File: config.mk
export PLATFORM = sky130hd
export DESIGN_NAME = bch_byte_encoder
export DESIGN_NICKNAME = d
export VERILOG_FILES = /design/src/rtl/bch_enc_pkg.sv /design/src/rtl/bch_gen_table.sv /design/src/rtl/bch_lfsr_step.sv /design/src/rtl/bch_enc_ctrl.sv /design/src/rtl/bch_byte_encoder.sv
export SDC_FILE = /design/constraint.sdc
export NUM_CORES = 2
export LEC_CHECK = 0
export BUFFER_PORTS_ARGS = -buffer_cell sky130_fd_sc_hd__buf_4
export CORE_UTILIZATION = 35
export CTS_CLUSTER_SIZE = 14
export DETAILED_ROUTE_END_ITERATION = 10
export PLACE_DENSITY = 0.48
export SLEW_MARGIN = 0
export SYNTH_ARGS = -nofsm -noshare
export SYNTH_HDL_FRONTEND = slang
export SYNTH_SLANG_ARGS = --single-unit
File: constraint.sdc
create_clock -name clk -period 3.7 [get_ports clk]
set_input_delay 0.37 -clock clk [delete_from_list [all_inputs] [get_ports clk]]
set_output_delay 0.37 -clock clk [all_outputs]
set_load 0.05 [all_outputs]
File: src/rtl/bch_enc_pkg.sv
package bch_enc_pkg;

   localparam int GF_M         = 13;
   localparam logic [GF_M:0] GF_PRIM = 14'h201B;
   localparam int NUM_T        = 6;
   localparam int NUM_K        = 3;
   localparam int BYTE_W       = 8;
   localparam int MAX_PAR_BITS = 240;
   localparam int MAX_K_BYTES  = 516;

   typedef enum logic [1:0] {
      ST_IDLE = 2'd0,
      ST_MSG  = 2'd1,
      ST_PAR  = 2'd2
   } enc_state_t;

   typedef logic [MAX_PAR_BITS-1:0] rem_t;

   // correction strength per selection index
   function automatic int t_of(int idx);
      case (idx)
         0:       return 7;
         1:       return 8;
         2:       return 14;
         3:       return 15;
         4:       return 17;
         default: return 18;
      endcase
   endfunction

   // parity length rounded up to whole bytes
   function automatic int par_bits_of(int idx);
      case (idx)
         0:       return 96;
         1:       return 104;
         2:       return 184;
         3:       return 200;
         4:       return 224;
         default: return 240;
      endcase
   endfunction

   function automatic int k_bytes_of(int idx);
      case (idx)
         0:       return 514;
         1:       return 515;
         default: return 516;
      endcase
   endfunction

   function automatic logic [GF_M-1:0] gf_mul(logic [GF_M-1:0] a, logic [GF_M-1:0] b);
      logic [GF_M-1:0] acc;
      logic [GF_M-1:0] x;
      acc = '0;
      x   = a;
      for (int i = 0; i < GF_M; i++) begin
         if (b[i]) acc = acc ^ x;
         if (x[GF_M-1]) x = {x[GF_M-2:0], 1'b0} ^ GF_PRIM[GF_M-1:0];
         else           x = {x[GF_M-2:0], 1'b0};
      end
      return acc;
   endfunction

   // binary minimal polynomial of alpha^e, built from its conjugate roots
   function automatic logic [GF_M:0] min_poly(int e);
      logic [GF_M:0][GF_M-1:0] c;
      logic [GF_M-1:0]         beta;
      logic [GF_M:0]           res;
      beta = GF_M'(1);
      for (int k = 0; k < e; k++) beta = gf_mul(beta, GF_M'(2));
      c = '0;
      c[0] = GF_M'(1);
      for (int j = 0; j < GF_M; j++) begin
         for (int k = GF_M; k >= 1; k--) c[k] = c[k-1] ^ gf_mul(beta, c[k]);
         c[0] = gf_mul(beta, c[0]);
         beta = gf_mul(beta, beta);
      end
      for (int k = 0; k <= GF_M; k++) res[k] = c[k][0];
      return res;
   endfunction

   // generator without its leading term, left-aligned in the remainder register
   function automatic rem_t gen_aligned(int idx);
      logic [MAX_PAR_BITS:0] g;
      logic [MAX_PAR_BITS:0] acc;
      logic [GF_M:0]         mp;
      int                    tt;
      int                    rb;
      tt = t_of(idx);
      rb = par_bits_of(idx);
      g  = '0;
      g[0] = 1'b1;
      for (int i = 1; i < 2*tt; i += 2) begin
         mp  = min_poly(i);
         acc = '0;
         for (int k = 0; k <= GF_M; k++)
            if (mp[k]) acc = acc ^ (g << k);
         g = acc;
      end
      g = g << (rb - GF_M*tt);
      g = g << (MAX_PAR_BITS - rb);
      return g[MAX_PAR_BITS-1:0];
   endfunction

endpackage

File: src/rtl/bch_gen_table.sv
module bch_gen_table
   import bch_enc_pkg::*;
#(
   parameter int NUM_SEL = NUM_T,
   parameter int PAR_W   = MAX_PAR_BITS,
   parameter int IDX_W   = 3
) (
   input  logic [IDX_W-1:0] sel,
   output logic [PAR_W-1:0] gen
);

   logic [PAR_W-1:0] tbl [NUM_SEL];

   for (genvar gi = 0; gi < NUM_SEL; gi++) begin : g_row
      localparam logic [PAR_W-1:0] ROW = PAR_W'(gen_aligned(gi));
      assign tbl[gi] = ROW;
   end

   always_comb begin
      gen = tbl[NUM_SEL-1];
      for (int i = 0; i < NUM_SEL; i++)
         if (sel == IDX_W'(i)) gen = tbl[i];
   end

endmodule

File: src/rtl/bch_lfsr_step.sv
module bch_lfsr_step #(
   parameter int PAR_W = 240,
   parameter int SYM_W = 8
) (
   input  logic [PAR_W-1:0] rem_in,
   input  logic [PAR_W-1:0] gen,
   input  logic [SYM_W-1:0] data_in,
   output logic [PAR_W-1:0] rem_out
);

   // SYM_W serial division steps, MSB of the symbol first, folded into one
   always_comb begin
      logic [PAR_W-1:0] r;
      logic             fb;
      r = rem_in;
      for (int b = SYM_W-1; b >= 0; b--) begin
         fb = data_in[b] ^ r[PAR_W-1];
         r  = {r[PAR_W-2:0], 1'b0} ^ ({PAR_W{fb}} & gen);
      end
      rem_out = r;
   end

endmodule

File: src/rtl/bch_enc_ctrl.sv
module bch_enc_ctrl
   import bch_enc_pkg::*;
#(
   parameter int T_SEL_W  = 3,
   parameter int K_SEL_W  = 2,
   parameter int SYM_W    = 8,
   parameter int PAR_W    = MAX_PAR_BITS,
   parameter int MAX_K    = MAX_K_BYTES,
   parameter int NUM_TSEL = NUM_T,
   parameter int NUM_KSEL = NUM_K
) (
   input  logic               clk,
   input  logic               rst_n,
   input  logic               start,
   input  logic [T_SEL_W-1:0] t_sel,
   input  logic [K_SEL_W-1:0] k_sel,
   input  logic               in_valid,
   output logic               in_ready,
   output logic [T_SEL_W-1:0] t_idx,
   output logic               clear_rem,
   output logic               msg_take,
   output logic               par_shift,
   output logic               par_first,
   output logic               par_last
);

   localparam int KCNT_W = $clog2(MAX_K + 1);
   localparam int PCNT_W = $clog2(PAR_W / SYM_W + 1);
   localparam logic [T_SEL_W-1:0] T_TOP = T_SEL_W'(NUM_TSEL - 1);
   localparam logic [K_SEL_W-1:0] K_TOP = K_SEL_W'(NUM_KSEL - 1);

   enc_state_t          state_q;
   logic [T_SEL_W-1:0]  t_idx_c, t_idx_q;
   logic [K_SEL_W-1:0]  k_idx_c;
   logic [KCNT_W-1:0]   kcnt_q, k_len_q, k_len_c;
   logic [PCNT_W-1:0]   pcnt_q, r_len_q, r_len_c;

   always_comb begin
      t_idx_c = (t_sel > T_TOP) ? T_TOP : t_sel;
      k_idx_c = (k_sel > K_TOP) ? K_TOP : k_sel;
      k_len_c = KCNT_W'(k_bytes_of(int'(k_idx_c)));
      r_len_c = PCNT_W'(par_bits_of(int'(t_idx_c)) / SYM_W);
   end

   assign in_ready  = (state_q == ST_MSG);
   assign msg_take  = in_ready & in_valid;
   assign par_shift = (state_q == ST_PAR);
   assign par_first = par_shift & (pcnt_q == '0);
   assign par_last  = par_shift & (pcnt_q == r_len_q - 1'b1);
   assign clear_rem = (state_q == ST_IDLE) & start;
   assign t_idx     = t_idx_q;

   always_ff @(posedge clk or negedge rst_n) begin
      if (!rst_n) begin
         state_q <= ST_IDLE;
         t_idx_q <= '0;
         k_len_q <= '0;
         r_len_q <= '0;
         kcnt_q  <= '0;
         pcnt_q  <= '0;
      end else begin
         case (state_q)
            ST_IDLE: begin
               if (start) begin
                  t_idx_q <= t_idx_c;
                  k_len_q <= k_len_c;
                  r_len_q <= r_len_c;
                  kcnt_q  <= '0;
                  state_q <= ST_MSG;
               end
            end
            ST_MSG: begin
               if (msg_take) begin
                  kcnt_q <= kcnt_q + 1'b1;
                  if (kcnt_q == k_len_q - 1'b1) begin
                     pcnt_q  <= '0;
                     state_q <= ST_PAR;
                  end
               end
            end
            ST_PAR: begin
               pcnt_q <= pcnt_q + 1'b1;
               if (par_last) state_q <= ST_IDLE;
            end
            default: state_q <= ST_IDLE;
         endcase
      end
   end

endmodule

File: src/rtl/bch_byte_encoder.sv
module bch_byte_encoder
   import bch_enc_pkg::*;
#(
   parameter int SYM_W   = BYTE_W,
   parameter int PAR_W   = MAX_PAR_BITS,
   parameter int T_SEL_W = 3,
   parameter int K_SEL_W = 2
) (
   input  logic               clk,
   input  logic               rst_n,
   input  logic               start,
   input  logic [T_SEL_W-1:0] t_sel,
   input  logic [K_SEL_W-1:0] k_sel,
   input  logic               in_valid,
   input  logic [SYM_W-1:0]   in_data,
   output logic               in_ready,
   output logic               out_valid,
   output logic [SYM_W-1:0]   out_data,
   output logic               out_parity_first,
   output logic               out_last
);

   if (PAR_W != MAX_PAR_BITS) begin : g_bad_par_w
      $error("PAR_W must match the generator table width");
   end
   if ((PAR_W % SYM_W) != 0) begin : g_bad_sym_w
      $error("parity width must be a whole number of symbols");
   end
   if ((1 << T_SEL_W) < NUM_T) begin : g_bad_tsel_w
      $error("t_sel too narrow for the strength table");
   end
   if ((1 << K_SEL_W) < NUM_K) begin : g_bad_ksel_w
      $error("k_sel too narrow for the length table");
   end

   logic [T_SEL_W-1:0] t_idx;
   logic               clear_rem, msg_take, par_shift, par_first, par_last;
   logic [PAR_W-1:0]   gen, rem_q, rem_next;

   bch_enc_ctrl #(
      .T_SEL_W (T_SEL_W),
      .K_SEL_W (K_SEL_W),
      .SYM_W   (SYM_W),
      .PAR_W   (PAR_W),
      .MAX_K   (MAX_K_BYTES),
      .NUM_TSEL(NUM_T),
      .NUM_KSEL(NUM_K)
   ) u_ctrl (
      .clk      (clk),
      .rst_n    (rst_n),
      .start    (start),
      .t_sel    (t_sel),
      .k_sel    (k_sel),
      .in_valid (in_valid),
      .in_ready (in_ready),
      .t_idx    (t_idx),
      .clear_rem(clear_rem),
      .msg_take (msg_take),
      .par_shift(par_shift),
      .par_first(par_first),
      .par_last (par_last)
   );

   bch_gen_table #(
      .NUM_SEL(NUM_T),
      .PAR_W  (PAR_W),
      .IDX_W  (T_SEL_W)
   ) u_gen (
      .sel(t_idx),
      .gen(gen)
   );

   bch_lfsr_step #(
      .PAR_W(PAR_W),
      .SYM_W(SYM_W)
   ) u_step (
      .rem_in (rem_q),
      .gen    (gen),
      .data_in(in_data),
      .rem_out(rem_next)
   );

   always_ff @(posedge clk or negedge rst_n) begin
      if (!rst_n) begin
         rem_q            <= '0;
         out_valid        <= 1'b0;
         out_data         <= '0;
         out_parity_first <= 1'b0;
         out_last         <= 1'b0;
      end else begin
         out_valid        <= msg_take | par_shift;
         out_parity_first <= par_first;
         out_last         <= par_last;
         if (msg_take)       out_data <= in_data;
         else if (par_shift) out_data <= rem_q[PAR_W-1 -: SYM_W];
         if (clear_rem)      rem_q <= '0;
         else if (msg_take)  rem_q <= rem_next;
         else if (par_shift) rem_q <= rem_q << SYM_W;
      end
   end

endmodule

Word level (Yosys, flattened, before mapping)
Index checks and enable logic that the tools add are counted.
W data, S select, Z words.
{"block": "classes", "mux": 26, "order_cmp": 2, "n_eq_ne": 18, "add_sub_neg": 5, "n_bitwise": 30, "n_reduce_logical": 14}
{"operator": "$and A240 B240 Y240", "count": 8}
{"operator": "$xor A240 B240 Y240", "count": 8}
{"operator": "$mux W240", "count": 7}
{"operator": "$mux W238", "count": 2}
{"operator": "$pmux W8 S5", "count": 1}
{"operator": "$mux W10", "count": 2}
{"operator": "$pmux W10 S2", "count": 1}
{"operator": "$mux W8", "count": 2}
{"operator": "$eq A3 B2 Y1 const B", "count": 4}
{"operator": "$add A10 B1 Y10 const B", "count": 1}
{"operator": "$eq A10 B10 Y1", "count": 1}
{"operator": "$mux W2", "count": 5}
{"operator": "$mux W5", "count": 2}
{"operator": "$pmux W5 S2", "count": 1}
{"operator": "$sub A10 B1 Y10 const B", "count": 1}
{"operator": "$eq A3 B3 Y1 const B", "count": 3}
{"operator": "$xor A1 B1 Y1", "count": 8}
{"operator": "$eq A3 B1 Y1 const B", "count": 2}
{"operator": "$logic_not A3 Y1", "count": 2}
{"operator": "$ne A2 B2 Y1 const B", "count": 3}
{"operator": "$pmux W2 S3", "count": 1}
{"operator": "$pmux W3 S2", "count": 1}
{"operator": "$reduce_and A3 Y1", "count": 2}
{"operator": "$reduce_bool A2 Y1", "count": 3}
{"operator": "19 further kinds", "count": 24}
{"block": "word_totals", "output_inout_bits": 12, "register_bits": 286, "wordCells": 106}

Longest topological paths before layout
{"block": "depth", "ltp_word": 32, "mapped_depth": 18, "ltp_nobuf": 12}

Modules after synthesis
From an unflattened synthesis, not the netlist that was laid out.
{"block": "hier_totals", "hier_cells": 7064, "area_unflattened_um2": 50646.1}
{"module": "bch_lfsr_step", "n_inst": 1, "cells_each": 5532, "area_per_inst_um2": 34264.1}
{"module": "bch_byte_encoder", "n_inst": 1, "cells_each": 1106, "area_per_inst_um2": 13002.5}
{"module": "bch_gen_table", "n_inst": 1, "cells_each": 256, "area_per_inst_um2": 1776.7}
{"module": "bch_enc_ctrl", "n_inst": 1, "cells_each": 170, "area_per_inst_um2": 1602.8}

Worst setup path before layout
OpenSTA, ideal clock, no wires.
{"block": "synth_timing", "path_type": "reg2reg", "start": "reg u_ctrl.t_idx_q[0], in the netlist u_ctrl.t_idx[0]", "end": "reg rem_q[224]", "t_arrival_ps": 3601, "setup_slack_ps": -36, "period_less_slack_ps": 3736, "n_path_buf": 3, "path_stages_with_launch": 15, "setup_time_ps": 135, "cell_sequence": "dfrtp_1 > buf_1 > inv_1 > clkbuf_1 > o21ai_1 > nor4_2 > o22ai_1 > a211oi_2 > o21a_4 > xnor2_2 > buf_6 > mux2_2 > o221ai_1 > xnor2_1 > o21ai_0"}
{"block": "synth_via", "elab_chain_len": 30, "word_cells_on_any_way": 37, "classes_between": "eq/ne: 5; mux: 8; bitwise: 23; reduce/logical: 1"}
{"element": "start, declared", "line": "bch_enc_ctrl.sv:33", "text": "logic [T_SEL_W-1:0] t_idx_c, t_idx_q;"}
{"element": "start signal, assigned", "line": "bch_enc_ctrl.sv:65", "text": "t_idx_q <= t_idx_c;"}
{"element": "$eq A3 B2 Y1", "line": "bch_gen_table.sv:22", "text": "if (sel == IDX_W'(i)) gen = tbl[i];"}
{"element": "$mux W240 (3 in a row)", "line": "bch_gen_table.sv:22"}
{"element": "$mux W240 (*)", "line": "bch_gen_table.sv:22"}
{"element": "$and A240 B240 Y240", "line": "bch_lfsr_step.sv:18", "text": "r = {r[PAR_W-2:0], 1'b0} ^ ({PAR_W{fb}} & gen);"}
{"element": "$xor A240 B240 Y240", "line": "bch_lfsr_step.sv:18"}
{"element": "$xor A1 B1 Y1", "line": "bch_lfsr_step.sv:17", "text": "fb = data_in[b] ^ r[PAR_W-1];"}
{"element": "$and A240 B240 Y240", "line": "bch_lfsr_step.sv:18"}
{"element": "$xor A240 B240 Y240", "line": "bch_lfsr_step.sv:18"}
{"element": "[12 not listed]"}
{"element": "$xor A1 B1 Y1", "line": "bch_lfsr_step.sv:17"}
{"element": "$and A240 B240 Y240", "line": "bch_lfsr_step.sv:18"}
{"element": "$xor A240 B240 Y240", "line": "bch_lfsr_step.sv:18"}
{"element": "$xor A1 B1 Y1", "line": "bch_lfsr_step.sv:17"}
{"element": "$and A240 B240 Y240", "line": "bch_lfsr_step.sv:18"}
{"element": "$xor A240 B240 Y240 (*)", "line": "bch_lfsr_step.sv:18"}
{"element": "$mux W240 (*)", "line": "bch_byte_encoder.sv:97", "text": "else if (msg_take) rem_q <= rem_next;"}
{"element": "$mux W240 (*)", "line": "bch_byte_encoder.sv:96", "text": "if (clear_rem) rem_q <= '0;"}
{"element": "end signal, assigned", "line": "bch_byte_encoder.sv:97"}
{"element": "end signal, assigned", "line": "bch_byte_encoder.sv:98", "text": "else if (par_shift) rem_q <= rem_q << SYM_W;"}
{"element": "end, declared", "line": "bch_byte_encoder.sv:38", "text": "logic [PAR_W-1:0] gen, rem_q, rem_next;"}
Every way passes the cells marked *; elsewhere a longest branch is shown, timed or not.
A chain may end at the register's enable or synchronous reset.

Final worst setup path
{"block": "layout_timing", "start": "reg rem_q[238]", "end": "reg rem_q[222]"}
{"block": "layout_via", "elab_chain_len": 24}
{"element": "$xor A240 B240 Y240 (*)", "line": "bch_lfsr_step.sv:18"}
{"element": "$xor A1 B1 Y1 (*)", "line": "bch_lfsr_step.sv:17"}
{"element": "$and A240 B240 Y240 (*)", "line": "bch_lfsr_step.sv:18"}
{"element": "$xor A240 B240 Y240 (*)", "line": "bch_lfsr_step.sv:18"}
{"element": "$xor A1 B1 Y1", "line": "bch_lfsr_step.sv:17"}
{"element": "$and A240 B240 Y240", "line": "bch_lfsr_step.sv:18"}
{"element": "$xor A240 B240 Y240 (*)", "line": "bch_lfsr_step.sv:18"}
{"element": "$xor A1 B1 Y1", "line": "bch_lfsr_step.sv:17"}
{"element": "[8 not listed]"}
{"element": "$xor A1 B1 Y1", "line": "bch_lfsr_step.sv:17"}
{"element": "$and A240 B240 Y240", "line": "bch_lfsr_step.sv:18"}
{"element": "$xor A240 B240 Y240 (*)", "line": "bch_lfsr_step.sv:18"}
{"element": "$xor A1 B1 Y1", "line": "bch_lfsr_step.sv:17"}
{"element": "$and A240 B240 Y240", "line": "bch_lfsr_step.sv:18"}
{"element": "$xor A240 B240 Y240 (*)", "line": "bch_lfsr_step.sv:18"}
{"element": "$mux W240 (*)", "line": "bch_byte_encoder.sv:97"}
{"element": "$mux W240 (*)", "line": "bch_byte_encoder.sv:96"}
Marked as above.

==> run_results.csv <==
group,metric,value,unit
drt,drtIter0Drc,4682,
floorplan,die_w,285,um
clock_tree,clock_sinks,274,
clock_tree,tritoncts,"yes",
floorplan,fp-row-count,103,
global_route,grt_max_degree,122,
global_route,grt_usage,46.7,%
sta,period_needed,3920,ps
drt,drc,0,
cells_and_area,layout-drive-gt1-share,37.1,%
setup_path,slowest_stage,"dfrtp_1",
global_route,grt_pass1_wl,261,mm
floorplan,initial_core_util,35.4,%
drt,drt.antenna.violating_nets,0,
setup_path,worst_setup_path_end_kind,"flop",
floorplan,die_height,285,um
run,cap_violations,0,
sta,fmax,255,MHz
setup_path,critical_path_class,"reg -> reg",
drt,num_vias,32400,
logic_synthesis,synth_edf_count,0,
sta,fin_crit_sh,106,%
clock_tree,root_buffer,"clkbuf_16",
place,portBuffers,28,
drt,dr.pass1.iters,5,
setup_path,required,4150,ps
place,gp_congestion,1.09,
floorplan,core-area,79300,um2
logic_synthesis,synth_cells,3468,
sta,rsz0062_at_grt,"yes",
logic_synthesis,synth_warnings,0,
sta,worstMarginPinSlew,1270,ps
cells_and_area,layout-area-overhead-vs-synth,52.2,%
cells_and_area,mostFrequentLayoutCell,"buf_4",
cells_and_area,fin_nets,4344,
sta,worst_slack,-222,ps
logic_synthesis,synthFlopType,"dfrtp_1",
clock_tree,cts.clk_slew.worst_paths,60,ps
sta,final_max_slew_viol_count,0,
setup_path,crit_fanout,7,
setup_path,slowest_delay,400,ps
logic_synthesis,seq_area_frac_synth,24.4,%
sta,slew_headroom,15.7,%
clock_tree,clockBufferDepth,3,
setup_path,cp_cell_sequence,"xnor2_2, buf_4, xnor3_2, xor2_2, buf_4, a22oi_2, o22ai_2, buf_6, a21oi_4, buf_12, xnor2_4, buf_6, buf_16, nor2_4, buf_12, xnor2_4, buf_4, xnor2_4, o21ai_0",
clock_tree,cts_buffers,39,
logic_synthesis,yosysUniqueCellTypes,83,
sta,setup_violations,187,
global_route,gr-total-overflow,0,
floorplan,ios,29,
drt,wl,195,mm
place,hpwl,150,mm
cells_and_area,final_cell_mix,"885 x buf_4, 854 x xnor2_1, 270 x dfrtp_1",
logic_synthesis,syn_nets,3491,
drt,wl_per_cell,36.0,um
sta,hold_viol_final,0,
global_route,grt_pass1_vias,30600,
drt,via_per_inst,5.99,
clock_tree,insertion_delay,600,ps
setup_path,worstPathArrival,4370,ps
sta,whs,35.9,ps
clock_tree,htreeDepth,2,
setup_path,cp-start-kind,"flop",
global_route,antenna_found_initial,13,
logic_synthesis,avgSynthCellArea,8.10,um2
run_status,violations,"negative setup slack",
floorplan,dieArea,81400,um2
run_status,status,"complete, but fails checks",
logic_synthesis,async_reset_ff_share,100,%
worst_hold_path,min_path_type,"in -> reg",
sta,skew,38.9,ps
logic_synthesis,ys_seq_elements,274,
logic_synthesis,netlist_area,28100,um2
final timing paths:
| check | startpoint | to | slack [ps] | cells past startpoint |
|---|---|---|---|---|
| setup / recovery | rem_q[238] | rem_q[222] | -220 | 19 |
| hold / removal | in_data[2] | out_data[2] | 40 | 3 |
| setup reg to reg | rem_q[238] | rem_q[222] | -220 | 19 |
| hold reg to reg | out_data[5] | out_data[5] | 480 | 2 |
| max in group asynchronous | rst_n | rem_q[46] | 2420 | 3 |
| min in group asynchronous | rst_n | rem_q[222] | 420 | 2 |
Yosys cell counts, types with 12 or more instances:
master | count | share of area [%]
buf_2 | 20 | 0.36
xor2_1 | 146 | 4.6
o21ai_0 | 326 | 5.8
buf_1 | 33 | 0.44
mux2i_1 | 17 | 0.61
nand3_1 | 33 | 0.59
nor2_1 | 305 | 4.1
clkbuf_1 | 200 | 2.7
nor3_1 | 31 | 0.55
nand2_1 | 303 | 4.0
dfrtp_1 | 274 | 24
a22oi_1 | 242 | 6.5
o22ai_1 | 31 | 0.69
xnor2_1 | 1063 | 33
o21ai_1 | 47 | 0.84
nor2_2 | 12 | 0.27
a21oi_1 | 134 | 2.4
inv_1 | 13 | 0.17
critical path, delay by kind of cell (launching register included):
family,cells,cell delay (ps)
AO/OA/AOI/OAI,4,650
XOR/XNOR,6,1280
buffers and inverters,8,1210
flip-flops,1,400
AND/OR/NAND/NOR,1,220
metrics by stage:
| step | cell area (um2) | cells | util (%) | TNS (ps) | worst slack [ps] |
|---|---|---|---|---|---|
| 2_1_floorplan | 28100 | 3468 | - | -61.5 | -22.6 |
| 3_3_place_gp | 36600 | 5243 | 46.1 | -110010 | -822 |
| 3_5_place_dp | 36600 | 5243 | 46.1 | -102320 | -789 |
| 4_1_cts | 40700 | 5382 | 51.3 | -5700 | -161 |
| 5_1_grt | 42800 | 5401 | 53.9 | -37970 | -293 |
| 6_report | 42800 | 5405 | 54.0 | -16800 | -222 |
area by class of cell:
type	instances	area, um2
multi-input combinational	2923	23700
fill	7547	36500
tap	1050	1310
sequential	274	6860
clock buffer	55	1150
antenna	5	12.5
clock inverter	15	170
timing repair buffer	1069	9460
inverter	14	52.6
registers in the layout, summed over array words and instances, names as in the netlist:
signal            cells
out_parity_first      1
rem_q               234
u_ctrl.t_idx          3
u_ctrl.pcnt_q         5
u_ctrl.r_len_q        5
out_last              1
u_ctrl.state_q        2
u_ctrl.k_len_q        4
out_data              8
out_valid             1
u_ctrl.kcnt_q        10
routing by layer:
metal	share of wire (%)	global-route usage, %	vias to the layer above
li1	-	-	13500
met1	40	62.7	16100
met2	39	64.1	2196
met3	13	14.5	606
met4	7.9	30.0	14
met5	0.048	0	-
kinds of logic after synthesis:
kind of cell / Yosys count / share of synthesized area, %
xor gates and xnor gates: 1230 / 39.1
AOI/OAI and AO/OA: 908 / 20.2
and+or+nand+nor: 757 / 11.4
DFF: 274 / 24.4
buffers and inverters: 271 / 3.80
muxes: 22 / 0.806
adders and majority gates: 6 / 0.267
timing repair:
action | 4_1_cts | 5_1_grt
setup endpoints to repair | 228 | 218
gates cloned | 3 | 2
hold buffers | 2 | 0
resized for setup | 400 | 353
pin swaps | 91 | 138
hold endpoints to repair | 74 | 0
buffers inserted | 67 | 24
Power is left out: the tool's default activity adds up to more than one toggle a clock period on the data nets, which glitch-free logic cannot reach.
